[src/rtl/ssp_pkg.sv]
package ssp_pkg;
   typedef enum logic [2:0] {
      SRC_CLK_A = 3'd0,
      SRC_CLK_B = 3'd1,
      SRC_CLK_C = 3'd2,
      SRC_CLK_D = 3'd3,
      SRC_SYS_A = 3'd4,
      SRC_SYS_B = 3'd5,
      SRC_TMR   = 3'd6,
      SRC_EXT   = 3'd7
   } clk_src_e;

   function automatic int unsigned max_of(input int unsigned a, input int unsigned b);
      return (a > b) ? a : b;
   endfunction
endpackage

[src/rtl/ssp_clkgen.sv]
module ssp_clkgen import ssp_pkg::*; #(
   parameter int unsigned DIV_A = 2,
   parameter int unsigned DIV_B = 4,
   parameter int unsigned DIV_C = 16,
   parameter int unsigned DIV_D = 64,
   parameter int unsigned SDIV_A = 2,
   parameter int unsigned SDIV_B = 4
) (
   input  logic       clk,
   input  logic       rst_n,
   input  logic       run,
   input  logic [2:0] src,
   input  logic       sys_tick,
   input  logic       tmr_tick,
   input  logic       ext_tick,
   output logic       half_tick
);
   localparam int unsigned MAXDIV = max_of(max_of(max_of(DIV_A, DIV_B), max_of(DIV_C, DIV_D)),
                                           max_of(SDIV_A, SDIV_B));
   localparam int unsigned CW = $clog2(MAXDIV / 2 + 1);

   generate
      if ((DIV_A % 2) != 0 || (DIV_B % 2) != 0 || (DIV_C % 2) != 0 || (DIV_D % 2) != 0 ||
          (SDIV_A % 2) != 0 || (SDIV_B % 2) != 0 || DIV_A < 2 || SDIV_A < 2)
         $error("ssp_clkgen: every divide ratio must be even and at least 2");
   endgenerate

   logic [CW-1:0] cnt_q;
   logic [CW-1:0] term;
   logic          step;

   always_comb begin
      step = 1'b1;
      term = '0;
      unique case (clk_src_e'(src))
         SRC_CLK_A: term = CW'(DIV_A / 2 - 1);
         SRC_CLK_B: term = CW'(DIV_B / 2 - 1);
         SRC_CLK_C: term = CW'(DIV_C / 2 - 1);
         SRC_CLK_D: term = CW'(DIV_D / 2 - 1);
         SRC_SYS_A: begin step = sys_tick; term = CW'(SDIV_A / 2 - 1); end
         SRC_SYS_B: begin step = sys_tick; term = CW'(SDIV_B / 2 - 1); end
         SRC_TMR:   step = tmr_tick;
         SRC_EXT:   step = ext_tick;
         default:   step = 1'b0;
      endcase
   end

   assign half_tick = run & step & (cnt_q == term);

   always_ff @(posedge clk or negedge rst_n) begin
      if (!rst_n)         cnt_q <= '0;
      else if (!run)      cnt_q <= '0;
      else if (half_tick) cnt_q <= '0;
      else if (step)      cnt_q <= cnt_q + CW'(1);
   end
endmodule

[src/rtl/ssp_sync.sv]
module ssp_sync #(
   parameter int unsigned STAGES = 2
) (
   input  logic clk,
   input  logic rst_n,
   input  logic sck_i,
   input  logic sdi,
   output logic rise,
   output logic fall,
   output logic sdi_s
);
   generate
      if (STAGES < 2) $error("ssp_sync: at least two stages are needed");
   endgenerate

   logic [STAGES-1:0] sck_sr;
   logic [STAGES-1:0] dat_sr;
   logic              sck_d;

   always_ff @(posedge clk or negedge rst_n) begin
      if (!rst_n) begin
         sck_sr <= '0;
         dat_sr <= '0;
         sck_d  <= 1'b0;
      end else begin
         sck_sr <= {sck_sr[STAGES-2:0], sck_i};
         dat_sr <= {dat_sr[STAGES-2:0], sdi};
         sck_d  <= sck_sr[STAGES-1];
      end
   end

   assign rise  =  sck_sr[STAGES-1] & ~sck_d;
   assign fall  = ~sck_sr[STAGES-1] &  sck_d;
   assign sdi_s =  dat_sr[STAGES-1];
endmodule

[src/rtl/ssp_shifter.sv]
module ssp_shifter #(
   parameter int unsigned DW = 8,
   localparam int unsigned LW = $clog2(DW)
) (
   input  logic          clk,
   input  logic          rst_n,
   input  logic          cfg_master,
   input  logic          cfg_two_wire,
   input  logic          cfg_lsb_first,
   input  logic          cfg_out_rise,
   input  logic          cfg_smp_rise,
   input  logic [LW-1:0] cfg_len_m1,
   input  logic          data_we,
   input  logic [DW-1:0] data_in,
   input  logic          start,
   input  logic          queue_we,
   input  logic [DW-1:0] queue_data,
   input  logic          half_tick,
   input  logic          s_rise,
   input  logic          s_fall,
   input  logic          sdi_m,
   input  logic          sdi_s,
   output logic          busy,
   output logic          master_run,
   output logic [DW-1:0] rx_data,
   output logic          done_irq,
   output logic          sdo,
   output logic          sck_o
);
   logic          busy_q, lsb_q, oe_q, se_q, two_q, mst_q;
   logic [LW-1:0] lenm1_q;
   logic [DW-1:0] data_q, pend_d, tx_q, rx_q, rxd_q;
   logic          pend_q, sdo_q, sck_q, irq_q;
   logic [LW:0]   smp_cnt;
   logic [LW+1:0] edge_cnt;

   logic          ev, is_rise, smp_ev, out_ev, bit_in, fin, launch;
   logic [LW:0]   len_full, smp_nxt, sh_amt;
   logic [DW-1:0] rx_nxt, rx_al, tx_sh;

   function automatic logic first_bit(input logic [DW-1:0] d, input logic lsb,
                                      input logic [LW-1:0] lm1);
      return lsb ? d[0] : d[lm1];
   endfunction

   always_comb begin
      ev       = busy_q & (mst_q ? half_tick : (s_rise | s_fall));
      is_rise  = mst_q ? ~sck_q : s_rise;
      smp_ev   = ev & (is_rise == se_q);
      out_ev   = ev & (is_rise == oe_q);
      bit_in   = two_q ? 1'b0 : (mst_q ? sdi_m : sdi_s);
      len_full = {1'b0, lenm1_q} + (LW+1)'(1);
      smp_nxt  = smp_cnt + {{LW{1'b0}}, smp_ev};
      fin      = mst_q ? (ev && (edge_cnt == ({len_full, 1'b0} - (LW+2)'(1))))
                       : (smp_ev && (smp_nxt == len_full));
      if (smp_ev) rx_nxt = lsb_q ? {bit_in, rx_q[DW-1:1]} : {rx_q[DW-2:0], bit_in};
      else        rx_nxt = rx_q;
      sh_amt   = (LW+1)'(DW) - len_full;
      rx_al    = lsb_q ? (rx_nxt >> sh_amt) : rx_nxt;
      tx_sh    = lsb_q ? (tx_q >> 1) : (tx_q << 1);
      launch   = start & ~busy_q;
   end

   always_ff @(posedge clk or negedge rst_n) begin
      if (!rst_n) begin
         busy_q <= 1'b0; lsb_q <= 1'b0; oe_q <= 1'b0; se_q <= 1'b0;
         two_q <= 1'b0; mst_q <= 1'b0; lenm1_q <= '0;
         data_q <= '0; pend_d <= '0; tx_q <= '0; rx_q <= '0; rxd_q <= '0;
         pend_q <= 1'b0; sdo_q <= 1'b0; sck_q <= 1'b0; irq_q <= 1'b0;
         smp_cnt <= '0; edge_cnt <= '0;
      end else begin
         irq_q <= 1'b0;
         if (data_we && !busy_q) data_q <= data_in;
         if (queue_we && busy_q && !pend_q && !fin) begin
            pend_q <= 1'b1;
            pend_d <= queue_data;
         end
         if (!busy_q)            sck_q <= cfg_out_rise;
         else if (mst_q && ev)   sck_q <= ~sck_q;

         if (launch) begin
            busy_q   <= 1'b1;
            lsb_q    <= cfg_lsb_first;
            oe_q     <= cfg_out_rise;
            se_q     <= cfg_smp_rise;
            two_q    <= cfg_two_wire;
            mst_q    <= cfg_master;
            lenm1_q  <= cfg_len_m1;
            tx_q     <= data_q;
            sdo_q    <= first_bit(data_q, cfg_lsb_first, cfg_len_m1);
            rx_q     <= '0;
            smp_cnt  <= '0;
            edge_cnt <= '0;
         end else if (busy_q) begin
            edge_cnt <= edge_cnt + {{(LW+1){1'b0}}, ev};
            smp_cnt  <= smp_nxt;
            rx_q     <= rx_nxt;
            if (out_ev && (smp_nxt < len_full)) begin
               tx_q  <= tx_sh;
               sdo_q <= lsb_q ? tx_sh[0] : tx_sh[lenm1_q];
            end
            if (fin) begin
               irq_q    <= 1'b1;
               rxd_q    <= rx_al;
               rx_q     <= '0;
               smp_cnt  <= '0;
               edge_cnt <= '0;
               if (pend_q) begin
                  pend_q <= 1'b0;
                  tx_q   <= pend_d;
                  sdo_q  <= first_bit(pend_d, lsb_q, lenm1_q);
               end else begin
                  busy_q <= 1'b0;
               end
            end
         end
      end
   end

   assign busy       = busy_q;
   assign master_run = busy_q & mst_q;
   assign rx_data    = rxd_q;
   assign done_irq   = irq_q;
   assign sdo        = sdo_q;
   assign sck_o      = sck_q;
endmodule

[src/rtl/sync_serial_port.sv]
module sync_serial_port #(
   parameter int unsigned DW = 8,
   parameter int unsigned SYNC_STAGES = 2,
   parameter int unsigned DIV_A = 2,
   parameter int unsigned DIV_B = 4,
   parameter int unsigned DIV_C = 16,
   parameter int unsigned DIV_D = 64,
   parameter int unsigned SDIV_A = 2,
   parameter int unsigned SDIV_B = 4,
   localparam int unsigned LW = $clog2(DW)
) (
   input  logic          clk,
   input  logic          rst_n,
   input  logic          cfg_master,
   input  logic          cfg_two_wire,
   input  logic          cfg_lsb_first,
   input  logic          cfg_out_rise,
   input  logic          cfg_smp_rise,
   input  logic [LW-1:0] cfg_len_m1,
   input  logic [2:0]    cfg_src,
   input  logic          sys_tick,
   input  logic          tmr_tick,
   input  logic          ext_tick,
   input  logic          data_we,
   input  logic [DW-1:0] data_in,
   input  logic          start,
   input  logic          queue_we,
   input  logic [DW-1:0] queue_data,
   output logic          busy,
   output logic [DW-1:0] rx_data,
   output logic          done_irq,
   output logic          sdo,
   input  logic          sdi,
   output logic          sck_o,
   output logic          sck_oe,
   input  logic          sck_i
);
   generate
      if (DW < 2 || (1 << LW) != DW) $error("sync_serial_port: DW must be a power of two, at least 2");
   endgenerate

   logic half_tick, s_rise, s_fall, sdi_s, master_run;

   ssp_clkgen #(
      .DIV_A(DIV_A), .DIV_B(DIV_B), .DIV_C(DIV_C), .DIV_D(DIV_D),
      .SDIV_A(SDIV_A), .SDIV_B(SDIV_B)
   ) u_clkgen (
      .clk(clk), .rst_n(rst_n), .run(master_run), .src(cfg_src),
      .sys_tick(sys_tick), .tmr_tick(tmr_tick), .ext_tick(ext_tick),
      .half_tick(half_tick)
   );

   ssp_sync #(.STAGES(SYNC_STAGES)) u_sync (
      .clk(clk), .rst_n(rst_n), .sck_i(sck_i), .sdi(sdi),
      .rise(s_rise), .fall(s_fall), .sdi_s(sdi_s)
   );

   ssp_shifter #(.DW(DW)) u_shift (
      .clk(clk), .rst_n(rst_n),
      .cfg_master(cfg_master), .cfg_two_wire(cfg_two_wire),
      .cfg_lsb_first(cfg_lsb_first), .cfg_out_rise(cfg_out_rise),
      .cfg_smp_rise(cfg_smp_rise), .cfg_len_m1(cfg_len_m1),
      .data_we(data_we), .data_in(data_in), .start(start),
      .queue_we(queue_we), .queue_data(queue_data),
      .half_tick(half_tick), .s_rise(s_rise), .s_fall(s_fall),
      .sdi_m(sdi), .sdi_s(sdi_s),
      .busy(busy), .master_run(master_run), .rx_data(rx_data),
      .done_irq(done_irq), .sdo(sdo), .sck_o(sck_o)
   );

   assign sck_oe = cfg_master;
endmodule

[config.mk]
export PLATFORM = sky130hd
export DESIGN_NAME = sync_serial_port
export DESIGN_NICKNAME = d
export VERILOG_FILES = /design/src/rtl/ssp_pkg.sv /design/src/rtl/ssp_clkgen.sv /design/src/rtl/ssp_sync.sv /design/src/rtl/ssp_shifter.sv /design/src/rtl/sync_serial_port.sv
export SDC_FILE = /design/constraint.sdc
export NUM_CORES = 1
export LEC_CHECK = 0
export BUFFER_PORTS_ARGS = -buffer_cell sky130_fd_sc_hd__buf_2
export CAP_MARGIN = 5
export CORE_MARGIN = 2
export CORE_UTILIZATION = 50
export DETAILED_ROUTE_END_ITERATION = 8
export PLACE_DENSITY = 0.73
export SKIP_CTS_REPAIR_TIMING = 1
export SLEW_MARGIN = 15
export SYNTH_ARGS = -nofsm -noshare
export SYNTH_HDL_FRONTEND = slang
export SYNTH_SLANG_ARGS = --single-unit
[constraint.sdc]
create_clock -name clk -period 4.3 [get_ports clk]
set_input_delay 0.86 -clock clk [delete_from_list [all_inputs] [get_ports clk]]
set_output_delay 0.86 -clock clk [all_outputs]
set_load 0.02 [all_outputs]
======== After elaboration in Yosys (flattened, before gate mapping) ========
Cells that the tools add are included.
word-level totals
  bits in registers ....................... 73
  logic and storage cells ................. 132
cells by class
  add/subtract/negate cells ............... 6
  magnitude comparators ................... 3
  equal/unequal tests ..................... 14
  shift operators ......................... 1
  muxes and demuxes ....................... 56
  bitwise logic cells ..................... 15
  reductions and logical operators ........ 15
operator list
  kind                                                        count
  2-to-1 mux 8 bit                                            12
  2-to-1 mux 1 bit                                            30
  2-to-1 mux 6 bit                                            3
  2-to-1 mux 5 bit                                            3
  one-hot mux 5 bit (3 select lines)                          1
  == test 3 bit, second input constant                        4
  2-to-1 mux 4 bit                                            3
  AND 1 bit                                                   9
  binary-select mux 1 bit (select 3 bit)                      3
  logical AND 1 bit                                           8
  less-than comparator 3 x 4 -> 1 bit, second input constant  2
  >> shifter 8 x 4 -> 8 bit                                   1
  adder 6 x 1 -> 6 bit, second input constant                 1
  == test 3 x 2 -> 1 bit, second input constant               2
  == test 6 x 5 -> 1 bit                                      1
  adder 5 x 1 -> 5 bit                                        1
  == test 5 bit                                               1
  inverter 1 bit                                              5
  subtractor 5 x 1 -> 5 bit, second input constant            1
  adder 3 x 1 -> 4 bit, second input constant                 1
  adder 4 x 1 -> 4 bit                                        1
  == test 4 bit                                               1
  less-than comparator 4 bit                                  1
  OR reduction 2 bit                                          2
  10 further kinds                                            13

======== Logic depth before layout (Yosys ltp) ========
  depth after elaboration ................. 19
  gate-level depth with buffers ........... 20
  mapped depth without buffers ............ 17

======== Modules after synthesis ========
A second synthesis with hierarchy kept.
second synthesis, totals
  cell total of the unflattened synthesis .. 465
  area total of the unflattened synthesis .. 4784.6 um^2
modules (own cells, without submodules)
  module            instances  cells each  area an instance (um^2)  sequential area each (um^2)
  ssp_shifter       1          406         4155.2                   1551.5
  ssp_clkgen        1          51          481.7                    150.1
  ssp_sync          1          7           140.1                    125.1
  sync_serial_port  1          1           7.5                      0.0

======== Worst setup path before layout ========
No wires, ideal clock.
  path kind ............................... input port to flip-flop
  from .................................... input port cfg_src[1]
  to ...................................... register u_shift.rxd_q[2], in the netlist u_shift.rx_data[2]
  library setup time ...................... 0.130 ns
  arrival ................................. 4.449 ns
  required time ........................... 4.170 ns
  path slack .............................. -0.279 ns
  cell stages on the path ................. 18
  path buffers ............................ 2
  cells stage by stage .................... nor2b_4 -> or4_4 -> a221oi_4 -> a21oi_2 -> or2_1 -> buf_6 -> clkinv_4 -> ha_1 -> nand3_1 -> xnor2_1 -> ha_1 -> nand4_1 -> nor3_1 -> a21oi_1 -> nor2_2 -> clkbuf_1 -> mux2i_1 -> o41ai_2
between the ends
  cells in the longest elaborated chain, start to end .. 13
  elaborated cells between the ends (all ways) .. 26
  classes of those cells .................. add/sub: 1; eq/ne: 9; shift: 1; mux: 6; bitwise: 4; reduce/logical: 5
RTL lines
  what                                                                                      line                    source
  start: declaration                                                                        sync_serial_port.sv:20  input logic [2:0] cfg_src,
  == test 3 x 1 -> 1 bit or == test 3 bit (tied branches)                                   ssp_clkgen.sv:35        unique case (clk_src_e'(src))
  OR reduction 2 bit (no line)                                                              -
  one-hot mux 5 bit (3 select lines) or one-hot mux 1 bit (3 select lines) (tied branches)  ssp_clkgen.sv:35
  == test 6 x 5 -> 1 bit or AND 1 bit (tied branches)                                       ssp_clkgen.sv:48        assign half_tick = run & step & (cnt_q == term);
  AND 1 bit *                                                                               ssp_clkgen.sv:48
  2-to-1 mux 1 bit *                                                                        ssp_shifter.sv:47       ev = busy_q & (mst_q ? half_tick : (s_rise | s_fall));
  AND 1 bit *                                                                               ssp_shifter.sv:47
  AND 1 bit                                                                                 ssp_shifter.sv:49       smp_ev = ev & (is_rise == se_q);
  adder 4 x 1 -> 4 bit                                                                      ssp_shifter.sv:53       smp_nxt = smp_cnt + {{LW{1'b0}}, smp_ev};
  == test 4 bit                                                                             ssp_shifter.sv:55       : (smp_ev && (smp_nxt == len_full));
  logical AND 1 bit                                                                         ssp_shifter.sv:55
  2-to-1 mux 1 bit                                                                          ssp_shifter.sv:54       fin = mst_q ? (ev && (edge_cnt == ({len_full, 1'b0} - (LW+2)'(1))))
  AND reduction 3 bit (no line)                                                             -
  end signal: assignment                                                                    ssp_shifter.sv:104      rxd_q <= rx_al;
  end: declaration                                                                          ssp_shifter.sv:32       logic [DW-1:0] data_q, pend_d, tx_q, rx_q, rxd_q;
Mark *: on every way between the ends. The rest lies on a longest branch, timed or not.
A chain may end at the register's enable or synchronous reset.

======== Final worst setup path ========
  from .................................... input port cfg_src[1]
  to ...................................... register u_shift.pend_d[0]
between the ends
  cells in the longest elaborated chain, start to end .. 14
  elaborated cells between the ends (all ways) .. 24
  classes of those cells .................. add/sub: 1; eq/ne: 9; mux: 4; bitwise: 4; reduce/logical: 6
RTL lines
  what                                                                                      line               source
  == test 3 x 1 -> 1 bit or == test 3 bit (tied branches)                                   ssp_clkgen.sv:35
  OR reduction 2 bit (no line)                                                              -
  one-hot mux 5 bit (3 select lines) or one-hot mux 1 bit (3 select lines) (tied branches)  ssp_clkgen.sv:35
  == test 6 x 5 -> 1 bit or AND 1 bit (tied branches)                                       ssp_clkgen.sv:48
  AND 1 bit *                                                                               ssp_clkgen.sv:48
  2-to-1 mux 1 bit *                                                                        ssp_shifter.sv:47
  AND 1 bit *                                                                               ssp_shifter.sv:47
  AND 1 bit                                                                                 ssp_shifter.sv:49
  adder 4 x 1 -> 4 bit                                                                      ssp_shifter.sv:53
  == test 4 bit                                                                             ssp_shifter.sv:55
  logical AND 1 bit                                                                         ssp_shifter.sv:55
  2-to-1 mux 1 bit *                                                                        ssp_shifter.sv:54
  zero test 1 bit *                                                                         ssp_shifter.sv:74  if (queue_we && busy_q && !pend_q && !fin) begin
  logical AND 1 bit *                                                                       ssp_shifter.sv:74
  end signal: assignment                                                                    ssp_shifter.sv:76  pend_d <= queue_data;
  end: declaration                                                                          ssp_shifter.sv:32
Marks and branches as above.

==> results.txt <==
- Final count of negative-setup-slack endpoints: 0
* Net Count, Synth: 502
- The final count of hold timing violations is 0.
- Slowest CP cell: sky130_fd_sc_hd__or4_4
- Clock tree buffer depth: 2
- The largest single stage delay on the critical path is 0.43 ns.
* Share of flip-flops with an asynchronous set or reset: 100.0%
* Post-Route Skew: 0.01015 ns
- The final layout contains 569 nets.
* Number of design rule violations left after detail routing: 0
* Max-slew violation count: 0
- Type of the most critical hold path: reg -> reg
* Clock latency on the worst-skew pair: 0.36 ns
- CORE AREA: 8678 um^2
- The worst path uses 96.65% of the clock period.
* Most used cell, CP: sky130_fd_sc_hd__buf_6
- After synthesis, the most frequently instantiated cells are sky130_fd_sc_hd__dfrtp_1, sky130_fd_sc_hd__nand2_1, sky130_fd_sc_hd__o21ai_0, sky130_fd_sc_hd__mux2_2, sky130_fd_sc_hd__nor2_1.
- Using the TritonRoute via totals, the vias-per-cell ratio works out to 5.997.
- Worst slew margin relative to its limit: 30.06%
- Cell Rows: 34
- CTS sink count: 73
- After clock tree synthesis, the clock-pin slew on the worst setup and hold paths is 0.09 ns.
* Post-synth EDFFs: 0
* Detail Route Antenna Nets: 0
- Largest family of logic cells by synthesized area: compound AO/OA/AOI/OAI gates
- Detailed routing inserted a total of 3,802 vias.
- The synthesized netlist devotes 19.41% of its cell area to compound gates.
* Crit path DAT: 4.39 ns
- Setup repair after global routing left no endpoint under its margin.
- The worst setup path is captured at a flip-flop.
- Most common cell in the synthesized netlist: sky130_fd_sc_hd__dfrtp_1
- Netlist area before placement: 4454 um^2
* Initial antenna violation count: 0
- Die Height: 98.39 um
* Adder-Cell Fraction of Synth Area: 3.090%
- Cells with a size suffix above 1 make up 31.18% of the layout.
- By startpoint and endpoint, the worst setup path is classified as in -> reg.
- Worst-path fanout max: 5
- After routing, the total negative slack on setup checks comes to 0 ns.
- In this run the power density over the cells is 702.3 nW/um^2.
* Cell total after placement: 614
- The first global-routing pass estimated 18,610 um of wire.
- After the first detailed-routing iteration, the DRC count stood at 217.
- Final worst hold slack: 0.3683 ns
- Flip-flop and latch count after synthesis: 73
- GRT Overall Usage: 23.81%
- Top-area cell type share of the netlist area: 41.01%
- Leftover overflow at the end of global routing: 0
* I/O pin cnt: 50
* Gate count of the mapped netlist: 454
- Buffers added on ports: 49
- Fmax: 240.6 MHz
* Final Core Density: 62.18%
* Root Buffer Master: sky130_fd_sc_hd__clkbuf_8
- Sequential fraction of the synthesis area: 41.01%
- For this configuration, the core starts out at a cell density of 51.33%.
- CTS tree: built
* Warning count from the yosys run: 0
- Yosys attributes the largest share of cell area to sky130_fd_sc_hd__dfrtp_1, sky130_fd_sc_hd__mux2_2, sky130_fd_sc_hd__mux2i_1, sky130_fd_sc_hd__o21ai_0, sky130_fd_sc_hd__nand2_1.
* DR WL/cell: 17.76 um
* H-tree depth reported by CTS: 3
- Count of cell types in the netlist: 68
- The repair_antennas step left the layout with diodes totalling 0.
* Number of buffers created by CTS: 9
- Dividing the synthesized area by the synthesized cell count gives 9.811 um^2.
- The flow ran to the end, and the final reports show no timing, DRC or antenna violations.
- After Yosys synthesis, XOR and XNOR cells account for 2.360% of the synthesized area.
- Summing the areas of all and, or, nand and nor instances in the mapped netlist gives 14.35% of the synthesized area.
- Max-cap violations in this run came to 0.
- The first TritonRoute pass finished after 5 iterations.
- From synthesis to final layout, the design area changed by 21.15%.
- In this run the static leakage power is 2.400 nW.
- Worst path cell trace: buf_2 -> nor2b_4 -> or4_4 -> a221oi_4 -> a21oi_4 -> or2_4 -> clkinv_8 -> ha_4 -> nand3_4 -> xnor2_2 -> ha_1 -> nand4_1 -> nor3_4 -> a41oi_4 -> buf_6 -> o211ai_4 -> buf_6 -> mux2_4
- Total Wirelength: 11,260 um
* Yosys top cell by area: sky130_fd_sc_hd__dfrtp_1
- Post-layout instance count excluding filler cells: 634
- After layout, the design draws a total of 3.790 mW.
* Minimum clock period after layout: 4.156 ns
* Worst Path Required: 4.54 ns
* Proportion of synthesized area in mux cells: 15.59%
- Most used flip-flop cell after synthesis: sky130_fd_sc_hd__dfrtp_1
- Placer congestion estimate: 0.9271
- Die Outline Area: 9680 um^2
- Nature of the critical path startpoint: primary input
* Max rail drop VDD: 0.4089 mV
* Die extent in x: 98.39 um
- Detailed placement ended at an HPWL of 7908 um.
- The number of global-route vias before repair was 3,799.
- For the pin with the worst max-slew slack, the measured transition is 1.045 ns.
- Largest net degree at the start of global routing: 39
## stage by stage
step | instance area, um^2 | worst slack, ns
2_1_floorplan | 4543 | -0.1115
3_3_place_gp | 5040 | -0.1338
3_5_place_dp | 5040 | -0.2702
4_1_cts | 5264 | 0.09079
5_1_grt | 5396 | 0.009851
6_report | 5396 | 0.1441
## power breakdown
part           switching, mW  internal (mW)  total, mW  leakage (nW)
clock network          0.280          0.333      0.613         0.115
registers              0.296          0.941       1.24         0.893
logic                   1.03          0.906       1.94          1.39
## placed cells by master, fill, tap and decap left out, types with 3 or more instances in the layout
cell	instances
sky130_fd_sc_hd__a31oi_1	5
sky130_fd_sc_hd__mux2_4	9
sky130_fd_sc_hd__dfrtp_1	73
sky130_fd_sc_hd__o211ai_1	7
sky130_fd_sc_hd__nand2b_1	3
sky130_fd_sc_hd__xnor2_1	7
sky130_fd_sc_hd__nand2_1	42
sky130_fd_sc_hd__nand3_1	10
sky130_fd_sc_hd__and2_1	4
sky130_fd_sc_hd__mux2_2	21
sky130_fd_sc_hd__mux4_2	5
sky130_fd_sc_hd__a22o_1	5
sky130_fd_sc_hd__nor3_1	10
sky130_fd_sc_hd__buf_4	31
sky130_fd_sc_hd__or2_2	3
sky130_fd_sc_hd__clkbuf_8	9
sky130_fd_sc_hd__nand4_1	4
sky130_fd_sc_hd__xor2_1	4
sky130_fd_sc_hd__a211oi_1	9
sky130_fd_sc_hd__buf_2	49
sky130_fd_sc_hd__o21ai_1	8
sky130_fd_sc_hd__a21oi_1	19
sky130_fd_sc_hd__o21ai_0	36
sky130_fd_sc_hd__o21a_1	3
sky130_fd_sc_hd__nor2_1	29
sky130_fd_sc_hd__nor2b_1	9
sky130_fd_sc_hd__mux2i_1	23
sky130_fd_sc_hd__inv_6	3
sky130_fd_sc_hd__buf_6	3
sky130_fd_sc_hd__ha_4	3
sky130_fd_sc_hd__ha_1	8
sky130_fd_sc_hd__inv_1	14
## worst max-delay path, delay by kind of cell
family	cells	cell delay, ns
muxes	1	0.31
AOI/OAI and AO/OA	4	0.74
adders and majority gates	2	0.45
and+or+nand+nor	6	1.38
xor gates and xnor gates	1	0.16
buffers and inverters	4	0.48
## logic make-up after synthesis
kind of cell,count (synthesis)
flops,73
compound gates,124
buf+inv,44
fa+ha+maj,11
simple gates,131
mux,59
xor+xnor,12
## sequential cells by signal, summed over array words and instances, names as in the netlist, 2 cells and up
| signal | count |
|---|---|
| u_clkgen.cnt_q | 6 |
| u_shift.data_q | 8 |
| u_shift.edge_cnt | 5 |
| u_shift.lenm1_q | 3 |
| u_shift.pend_d | 8 |
| u_shift.rx_data | 8 |
| u_shift.rx_q | 8 |
| u_shift.smp_cnt | 4 |
| u_shift.tx_q | 8 |
| u_sync.dat_sr | 2 |
| u_sync.sck_sr | 2 |
## layout make-up
type	instances	area, um^2
fillers	733	3282
clock inverters	7	100.1
well taps	108	135.1
multi-input cells	337	2606
clock buffers	9	123.9
repair buffers	84	531.8
flip-flops and latches	73	1827
inverters	16	72.57
## path summary, 6_finish.rpt
path / start / to / slack [ns] / cells after the start
setup / recovery: cfg_src[1] / u_shift.pend_d[0] / 0.14 / 18
hold / removal: u_sync.dat_sr[0] / u_sync.dat_sr[1] / 0.37 / 0
setup reg to reg: u_clkgen.cnt_q[1] / u_shift.pend_d[0] / 0.31 / 16
hold reg to reg: u_sync.dat_sr[0] / u_sync.dat_sr[1] / 0.37 / 0
max in group asynchronous: rst_n / u_shift.rx_q[3] / 2.74 / 2
min in group asynchronous: rst_n / u_sync.sck_sr[0] / 0.58 / 1
## layer usage
metal | up-vias | wire (um) | track usage, % | share of wire (%)
li1 | 1787 | - | - | -
met1 | 1859 | 4821 | 31.84 | 43
met2 | 131 | 5649 | 39.67 | 50
met3 | 25 | 535 | 3.579 | 4.8
met4 | 0 | 253 | 8.430 | 2.2
met5 | - | 0 | 0 | 0
(Power assumes the default switching activity.)
